[src/rtl/pix_byte_bridge_pkg.sv]
package pix_byte_bridge_pkg;

   typedef enum logic [1:0] {
      BUSMODE_WORD565 = 2'd0,
      BUSMODE_BYTE565 = 2'd1,
      BUSMODE_BYTE888 = 2'd2,
      BUSMODE_SPARE   = 2'd3
   } bus_mode_e;

   function automatic logic mode_is_narrow(input logic [1:0] m);
      return (m == BUSMODE_BYTE565) || (m == BUSMODE_BYTE888);
   endfunction

   function automatic logic mode_is_triple(input logic [1:0] m);
      return (m == BUSMODE_BYTE888);
   endfunction

   function automatic int imax(input int a, input int b);
      return (a > b) ? a : b;
   endfunction

endpackage

[src/rtl/pix_byte_assembler.sv]
module pix_byte_assembler #(
   parameter int BYTE_W       = 8,
   parameter bit SYNC_ACT_LOW = 1'b1
) (
   input  logic                clk,
   input  logic                rst_n,
   input  logic                narrow,
   input  logic                triple,
   input  logic                hsync,
   input  logic [BYTE_W-1:0]   byte_in,
   input  logic                byte_vld,
   output logic [3*BYTE_W-1:0] asm_word,
   output logic                asm_vld
);
   localparam int PIX_W = 3 * BYTE_W;

   logic [1:0]          ph_q;
   logic                hs_act_prev_q;
   logic [2*BYTE_W-1:0] acc_q;
   logic [PIX_W-1:0]    word_q;
   logic                vld_q;

   logic       hs_act;
   logic       line_start;
   logic [1:0] last_ph;
   logic [1:0] ph_eff;

   assign hs_act     = SYNC_ACT_LOW ? ~hsync : hsync;
   assign line_start = hs_act & ~hs_act_prev_q;
   assign last_ph    = triple ? 2'd2 : 2'd1;
   assign ph_eff     = line_start ? 2'd0 : ph_q;

   always_ff @(posedge clk or negedge rst_n) begin
      if (!rst_n) begin
         ph_q          <= 2'd0;
         hs_act_prev_q <= 1'b0;
         acc_q         <= '0;
         word_q        <= '0;
         vld_q         <= 1'b0;
      end else begin
         hs_act_prev_q <= hs_act;
         vld_q         <= 1'b0;
         if (!narrow) begin
            ph_q <= 2'd0;
         end else if (byte_vld) begin
            acc_q <= {acc_q[BYTE_W-1:0], byte_in};
            if (ph_eff == last_ph) begin
               ph_q  <= 2'd0;
               vld_q <= 1'b1;
               if (triple)
                  word_q <= {acc_q, byte_in};
               else
                  word_q <= {{BYTE_W{1'b0}}, acc_q[BYTE_W-1:0], byte_in};
            end else begin
               ph_q <= ph_eff + 2'd1;
            end
         end else begin
            ph_q <= ph_eff;
         end
      end
   end

   assign asm_word = word_q;
   assign asm_vld  = vld_q;


   asm_pulse_chk: assert property (@(posedge clk) disable iff (!rst_n)
      vld_q |=> !vld_q);


   line_align_chk: assert property (@(posedge clk) disable iff (!rst_n)
      (narrow && line_start) |=> !vld_q);


   phase_range_chk: assert property (@(posedge clk) disable iff (!rst_n)
      ph_q <= (triple ? 2'd2 : 2'd1));

endmodule

[src/rtl/pix_tap_delay.sv]
module pix_tap_delay #(
   parameter int             W       = 8,
   parameter int             DEPTH   = 2,
   parameter logic [W-1:0]   RST_VAL = '0,
   localparam int            SEL_W   = $clog2(DEPTH + 1)
) (
   input  logic             clk,
   input  logic             rst_n,
   input  logic [W-1:0]     din,
   input  logic [SEL_W-1:0] sel,
   output logic [W-1:0]     dout
);
   logic [W-1:0] stage_q [DEPTH];

   always_ff @(posedge clk or negedge rst_n) begin
      if (!rst_n) begin
         for (int i = 0; i < DEPTH; i++) stage_q[i] <= RST_VAL;
      end else begin
         stage_q[0] <= din;
         for (int i = 1; i < DEPTH; i++) stage_q[i] <= stage_q[i-1];
      end
   end

   logic [W-1:0] tap [DEPTH+1];
   assign tap[0] = din;
   for (genvar g = 0; g < DEPTH; g++) begin : g_tap
      assign tap[g+1] = stage_q[g];
   end

   always_comb begin
      dout = din;
      for (int i = 1; i <= DEPTH; i++)
         if (sel == SEL_W'(i)) dout = tap[i];
   end


   tap_range_chk: assert property (@(posedge clk) disable iff (!rst_n)
      sel <= SEL_W'(DEPTH));

endmodule

[src/rtl/pix_chan_order.sv]
module pix_chan_order #(
   parameter int BYTE_W = 8
) (
   input  logic                triple,
   input  logic                bgr,
   input  logic [3*BYTE_W-1:0] din,
   output logic [3*BYTE_W-1:0] dout
);
   localparam int B = BYTE_W;

   logic [3*B-1:0] sw888;
   logic [3*B-1:0] sw565;

   assign sw888 = {din[B-1:0], din[2*B-1:B], din[3*B-1:2*B]};
   assign sw565 = {din[3*B-1:2*B], din[4:0], din[10:5], din[15:11]};

   always_comb begin
      if (!bgr)
         dout = din;
      else if (triple)
         dout = sw888;
      else
         dout = sw565;
   end

endmodule

[src/rtl/pix_byte_bridge.sv]
module pix_byte_bridge #(
   parameter int BYTE_W       = 8,
   parameter int LAT_565      = 3,
   parameter int LAT_888      = 5,
   parameter bit SYNC_ACT_LOW = 1'b1
) (
   input  logic                clk,
   input  logic                rst_n,
   input  logic [1:0]          mode,
   input  logic                bgr_order,
   input  logic [2*BYTE_W-1:0] bus_data,
   input  logic                bus_valid,
   input  logic                hsync_in,
   input  logic                vsync_in,
   output logic [3*BYTE_W-1:0] pix_rgb,
   output logic                pix_valid,
   output logic                hsync_out,
   output logic                vsync_out
);
   import pix_byte_bridge_pkg::*;

   localparam int PIX_W      = 3 * BYTE_W;
   localparam int DATA_DEPTH = imax(imax(LAT_565 - 2, LAT_888 - 3), 1);
   localparam int SYNC_DEPTH = imax(LAT_565, LAT_888);
   localparam int DSEL_W     = $clog2(DATA_DEPTH + 1);
   localparam int SSEL_W     = $clog2(SYNC_DEPTH + 1);
   localparam logic [DSEL_W-1:0] DSEL_565 = DSEL_W'(LAT_565 - 2);
   localparam logic [DSEL_W-1:0] DSEL_888 = DSEL_W'(LAT_888 - 3);
   localparam logic [SSEL_W-1:0] SSEL_565 = SSEL_W'(LAT_565);
   localparam logic [SSEL_W-1:0] SSEL_888 = SSEL_W'(LAT_888);

   if (BYTE_W != 8) begin : g_bad_byte
      $error("pix_byte_bridge: RGB565 field split needs BYTE_W of 8");
   end
   if (LAT_565 < 2) begin : g_bad_lat565
      $error("pix_byte_bridge: LAT_565 below the two-byte assembly time");
   end
   if (LAT_888 < 3) begin : g_bad_lat888
      $error("pix_byte_bridge: LAT_888 below the three-byte assembly time");
   end

   logic narrow;
   logic triple;
   assign narrow = mode_is_narrow(mode);
   assign triple = mode_is_triple(mode);

   logic [PIX_W-1:0] asm_word;
   logic             asm_vld;

   pix_byte_assembler #(
      .BYTE_W       (BYTE_W),
      .SYNC_ACT_LOW (SYNC_ACT_LOW)
   ) u_asm (
      .clk      (clk),
      .rst_n    (rst_n),
      .narrow   (narrow),
      .triple   (triple),
      .hsync    (hsync_in),
      .byte_in  (bus_data[BYTE_W-1:0]),
      .byte_vld (bus_valid),
      .asm_word (asm_word),
      .asm_vld  (asm_vld)
   );

   logic [PIX_W:0] dly_data;

   pix_tap_delay #(
      .W       (PIX_W + 1),
      .DEPTH   (DATA_DEPTH),
      .RST_VAL ('0)
   ) u_data_dly (
      .clk   (clk),
      .rst_n (rst_n),
      .din   ({asm_vld, asm_word}),
      .sel   (triple ? DSEL_888 : DSEL_565),
      .dout  (dly_data)
   );

   logic [1:0] dly_sync;

   pix_tap_delay #(
      .W       (2),
      .DEPTH   (SYNC_DEPTH),
      .RST_VAL ({2{SYNC_ACT_LOW}})
   ) u_sync_dly (
      .clk   (clk),
      .rst_n (rst_n),
      .din   ({hsync_in, vsync_in}),
      .sel   (triple ? SSEL_888 : SSEL_565),
      .dout  (dly_sync)
   );

   logic [PIX_W-1:0] raw_pix;

   always_comb begin
      if (narrow) begin
         raw_pix   = dly_data[PIX_W-1:0];
         pix_valid = dly_data[PIX_W];
         hsync_out = dly_sync[1];
         vsync_out = dly_sync[0];
      end else begin
         raw_pix   = {{BYTE_W{1'b0}}, bus_data};
         pix_valid = bus_valid;
         hsync_out = hsync_in;
         vsync_out = vsync_in;
      end
   end

   pix_chan_order #(
      .BYTE_W (BYTE_W)
   ) u_order (
      .triple (triple),
      .bgr    (bgr_order),
      .din    (raw_pix),
      .dout   (pix_rgb)
   );


   pix_strobe_chk: assert property (@(posedge clk) disable iff (!rst_n)
      (narrow && pix_valid) |=> (!pix_valid || !narrow));

endmodule

[config.mk]
export PLATFORM = sky130hd
export DESIGN_NAME = pix_byte_bridge
export DESIGN_NICKNAME = d
export VERILOG_FILES = /design/src/rtl/pix_byte_bridge_pkg.sv /design/src/rtl/pix_byte_assembler.sv /design/src/rtl/pix_tap_delay.sv /design/src/rtl/pix_chan_order.sv /design/src/rtl/pix_byte_bridge.sv
export SDC_FILE = /design/constraint.sdc
export NUM_CORES = 1
export LEC_CHECK = 0
export BUFFER_PORTS_ARGS = -buffer_cell sky130_fd_sc_hd__buf_2
export CORE_ASPECT_RATIO = 0.7
export CORE_UTILIZATION = 45
export DETAILED_ROUTE_END_ITERATION = 10
export PLACE_DENSITY = 0.74
export SLEW_MARGIN = 0
export SYNTH_ARGS = -nofsm -noshare
export SYNTH_HDL_FRONTEND = slang
export SYNTH_SLANG_ARGS = --single-unit
[constraint.sdc]
create_clock -name clk -period 4.35 [get_ports clk]
set_clock_uncertainty 0.15 [all_clocks]
set_input_delay 1.0875 -clock clk [delete_from_list [all_inputs] [get_ports clk]]
set_output_delay 1.0875 -clock clk [all_outputs]
set_load 0.005 [all_outputs]
==> Yosys cells after proc, flatten, opt, wreduce, memory -nomap -nowiden <==
Cells that the tools add are included.
{ "word_totals": {"ff_bits": 104, "input_bits": 24, "output_inout_bits": 27, "elab_cells": 52} }
{ "op_classes": {"addsub": 1, "n_eq_ne": 10, "mux": 23, "bitwise_logic": 3, "reduce_logical": 3} }
{ "ops": {"columns": ["cell", "n"], "rows": [
  ["$mux 24", 4],
  ["$mux 25", 2],
  ["$mux 2", 10],
  ["$eq 3x2->1 const B", 2],
  ["$eq 3x3->1 const B", 2],
  ["$mux 1", 6],
  ["$eq 2x1->1 const B", 2],
  ["$eq 2x2->1 const B", 2],
  ["$eq 3x1->1 const B", 1],
  ["$mux 3", 1],
  ["$reduce_and 3->1", 1],
  ["$add 2x1->2 const B", 1],
  ["$eq 2x2->1", 1],
  ["$not 1->1", 2],
  ["$reduce_and 2->1", 1],
  ["$and 1x1->1", 1],
  ["$logic_or 1x1->1", 1]
]} }

==> Longest topological paths before layout <==
{ "depth": {"word_depth": 9, "depth_mapped": 8, "mapped_depth_nobuf": 5} }

==> Hierarchy <==
From an unflattened synthesis, not the netlist that was laid out.
{ "hier_totals": {"cells_unflattened": 412, "hier_area_um2": 5250.0} }
{ "modules_own_cells": {"columns": ["module", "n_inst", "cells_each", "area_each_um2", "seq_area_each_um2"], "rows": [
  ["pix_byte_assembler", 1, 191, 2139.6, 1101.1],
  ["pix_tap_delay (u_data_dly)", 1, 113, 1896.8, 1251.2],
  ["pix_tap_delay (u_sync_dly)", 1, 33, 444.2, 262.8],
  ["pix_byte_bridge", 1, 36, 387.9, 0.0],
  ["pix_chan_order", 1, 39, 381.6, 0.0]
]} }

==> Worst setup path before layout <==
Ideal clock, no wire load.
{ "synth_path": {"path_type": "input to output", "from": "in mode[0]", "to": "out pix_rgb[2]", "t_arrival_ps": 2424, "t_required_ps": 3113, "slack_ps": 688, "path_stages": 7, "n_path_buf": 2, "cell_sequence": "inv_1 ha_1 or2_2 clkbuf_2 buf_2 o221ai_1 a2bb2oi_1"} }
{ "synth_via": {"elab_chain_cells": 8, "word_cells_on_any_way": 11, "cone_classes": "4 x eq/ne; 6 x mux; 1 x reduce/logical"} }
{ "synth_lines": {"columns": ["element", "line", "source"], "rows": [
  ["start: declaration", "pix_byte_bridge.sv:9", "input logic [1:0] mode,"],
  ["$eq 2x2->1", "pix_byte_bridge_pkg.sv:11, pix_byte_bridge_pkg.sv:15", null],
  ["$mux 2", "pix_byte_bridge.sv:75", ".sel (triple ? DSEL_888 : DSEL_565),"],
  ["$eq 2x1->1", "pix_tap_delay.sv:33", "if (sel == SEL_W'(i)) dout = tap[i];"],
  ["$mux 25 (2 in a row)", "pix_tap_delay.sv:33", null],
  ["$mux 24", "pix_byte_bridge.sv:96", "if (narrow) begin"],
  ["$mux 24", "pix_chan_order.sv:20", "else if (triple)"],
  ["$mux 24 *", "pix_chan_order.sv:18", "if (!bgr)"],
  ["end: declaration", "pix_byte_bridge.sv:15", "output logic [3*BYTE_W-1:0] pix_rgb,"]
]} }
Every way passes the cells marked *; elsewhere a longest branch is shown, timed or not.

==> Worst setup path after layout <==
{ "layout_path": {"from": "in mode[0]", "to": "out pix_rgb[7]"} }
Same word-level chain as after synthesis.

==> impl_metrics.ini <==
[critical_path]
critPathSlowestCell = ha_2
reg2reg_from = u_asm.ph_q[0]$_DFF_PN0_
critical_path_buf_inv_count = 4
startpoint_type = primary input
reg2reg_depth = 4
crit_fanout = 20
rrSetupSlack_ns = 2.46
endpoint_kind = primary output
cp_cell_sequence = buf_2 > inv_1 > ha_2 > buf_4 > mux2_2 > o211ai_1 > mux2i_1 > buf_2
r2r-end = u_asm.asm_word[3]$_DFFE_PN0P_
crit_required_ns = 3.11
crit_family = buffers and inverters
worstSetupPathType = primary input to primary output
critical_path_arrival_ns = 2.88
slowest_delay_ns = 0.51
crit_path_frequent_cell = buf_2

[placed_design]
place_inst = 511
gp_congestion = 0.786
io_buffers = 50
place_hpwl_um = 6240
place_ws_ns = 0.233

[global_route]
grt_pass1_wl_um = 15100
met1_usage = 0.280
busiest_layer = met1
antenna_found_initial = 0
gr-usage-all-layers = 0.193
grt_use_met2 = 0.277
grt_pass1_vias = 2862
grt_util_met3 = 0.0652
gr-total-overflow = 0
grt_max_degree = 87

[yosys]
synth.avg_cell_area_um2 = 13.1
synthSimpleGateAreaFrac = 0.0681
synth_compound_area_frac = 0.101
syn-instance-count = 343
ys_warn_count = 0
seq_area_frac_synth = 0.581
synth_cell_type_count = 35
synth_xor_area_frac = 0
synthAdderAreaFrac = 0.00556
synth_top_family_by_area = multiplexers
postSynthNetCount = 369
synth_area_um2 = 4500
ys_seq_elements = 104
muxShareOfSynthArea = 0.206

[final_layout]
mostFrequentLayoutCells = 94 x dfrtp_1, 49 x buf_2, 40 x mux2_2, 31 x mux2i_1, 27 x nand2_1
mostFrequentLayoutCell = dfrtp_1
layout-drive-gt1-share = 0.359
antennaDiodeCount = 0
layout.nets = 420
instances_no_fill = 526
areaGrowthSynthToFinish_pct = 14.8

[route]
ant_nets = 0
drt-initial-drc-count = 195
vias = 2875
drc = 0
wl_per_cell_um = 17.6
firstDrtPassIters = 5
vias_per_cell = 5.47
drt-total-wl_um = 9240

[pwr]
p_int_uw = 2090
vdd_drop_max_mv = 0.262
p_comb_frac = 0.205
p_leak_uw = 0.00234
p_sw_uw = 796
pwr-share-seq = 0.524
swShare = 0.276
p_per_area_nw_per_um2 = 558
power_uw = 2880
clkPwrFrac = 0.272

[floorplanning]
core_area_um2 = 9720
die_h_um = 85.7
die_area_um2 = 10400
rows = 30
io_pins = 51
die_w_um = 122
start_util = 0.463

[sta]
slew_headroom = 0.291
holdWs_ns = 0.207
rsz0062_at_grt = no
layout_min_cycle_time_ns = 4.12
fin_crit_sh = 0.946
max_freq_ghz = 0.243
maxSlewViolCount = 0
finalSetupViolCount = 0
tns_ns = 0
setup_slack_ns = 0.233
worst_slew_pin_slew_ns = 1.06
hold_violations = 0

[clocking]
htreeDepth = 3
cts_setup_buffers = 0
clk_path_buf_depth = 2
cts_root_buf = clkbuf_16
clk-insertion-delay-late_ns = 0.34
cts_tree = done
cts_resized = 0
path_clk_slew_ns = 0.06
cts_sinks = 104
hold_buffers = 0
numCtsBuffers = 9

[worst_hold_path]
hold_path_end = u_sync_dly.stage_q[4]$_DFF_PN1_
holdPathStages = 0
hp-start = u_sync_dly.stage_q[6]$_DFF_PN1_
holdCritPathClass = flip-flop to flip-flop

[status]
status = finished clean

[flow_run]
cap_violations = 0
-- cells in the mapped netlist --
master | n | area share
o221a_1 | 1 | 0.0025
o221a_2 | 3 | 0.0075
clkbuf_1 | 7 | 0.0058
buf_2 | 9 | 0.010
clkbuf_2 | 1 | 0.0011
mux2i_1 | 31 | 0.069
or2_2 | 1 | 0.0014
mux2_4 | 11 | 0.037
clkinv_1 | 1 | 0.00083
dfstp_2 | 10 | 0.058
and4b_1 | 1 | 0.0022
nor3b_1 | 1 | 0.0017
a222oi_1 | 2 | 0.0044
buf_6 | 4 | 0.010
a2bb2oi_1 | 6 | 0.012
buf_4 | 1 | 0.0017
inv_1 | 12 | 0.010
ha_1 | 2 | 0.0056
mux2_2 | 40 | 0.10
nand2_1 | 27 | 0.023
and3b_1 | 1 | 0.0019
o221ai_1 | 13 | 0.025
nor2b_1 | 3 | 0.0042
or3b_2 | 1 | 0.0019
o22ai_1 | 3 | 0.0042
a22oi_1 | 2 | 0.0033
a21oi_1 | 6 | 0.0067
dfrtp_1 | 94 | 0.52
o21ai_0 | 10 | 0.011
nor3_1 | 1 | 0.0011
nor2_1 | 4 | 0.0033
a21boi_0 | 6 | 0.010
nand2b_1 | 20 | 0.028
o211ai_1 | 5 | 0.0083
a311oi_1 | 3 | 0.0058
-- logic make-up after synthesis --
group	count (synthesis)
mux	82
simple gates	60
flops	104
buf+inv	35
fa+ha+maj	2
compound gates	60
-- final cells by class --
class | instances | area, um2
Inverter | 13 | 48.8
Clock inverter | 5 | 58.8
Tap cell | 128 | 160
Timing Repair Buffer | 62 | 343
Fill cell | 835 | 4550
Clock buffer | 10 | 229
Sequential cell | 104 | 2620
Multi-Input combinational cell | 204 | 1710
-- power groups by stage --
| stage | clock, uW | sequential [uW] | combinational [uW] |
|---|---|---|---|
| after floorplan | 0 | 1460 | 429 |
| after global routing | 853 | 1550 | 646 |
| after detailed placement | 0 | 1520 | 592 |
| final | 784 | 1510 | 590 |
| after global placement | 0 | 1510 | 576 |
| after CTS | 805 | 1510 | 595 |
-- sequential cells by signal, summed over array words and instances, names as in the netlist --
register and cells:
u_data_dly.stage_q 50, u_asm.asm_word 24, u_asm.acc_q 16, u_sync_dly.stage_q 10, u_asm.ph_q 2, u_asm.asm_vld 1
u_asm.hs_act_prev_q 1
-- routing by layer --
layer,share of wire,vias to the layer above
li1,-,1325
met1,0.49,1457
met2,0.44,84
met3,0.063,9
met4,0.0089,0
met5,0,-
-- worst max path at each step --
| stage | start | to | slack [ns] | cells after the start |
|---|---|---|---|---|
| 2_1_floorplan | mode[0] | pix_rgb[2] | 0.69 | 7 |
| 3_3_place_gp | mode[0] | pix_valid | 0.31 | 7 |
| 3_5_place_dp | mode[0] | pix_rgb[7] | 0.23 | 8 |
| 4_1_cts | mode[0] | pix_rgb[7] | 0.23 | 8 |
| 5_1_grt | mode[0] | pix_rgb[7] | 0.14 | 8 |
| 6_report | mode[0] | pix_rgb[7] | 0.23 | 8 |
-- per-stage QoR --
stage	util	area [um2]
floorplan	-	4500
global placement	0.502	4880
detailed placement	0.502	4880
CTS	0.532	5170
global route	0.532	5170
finish	0.532	5170
Power figures use the tool's default switching activity.
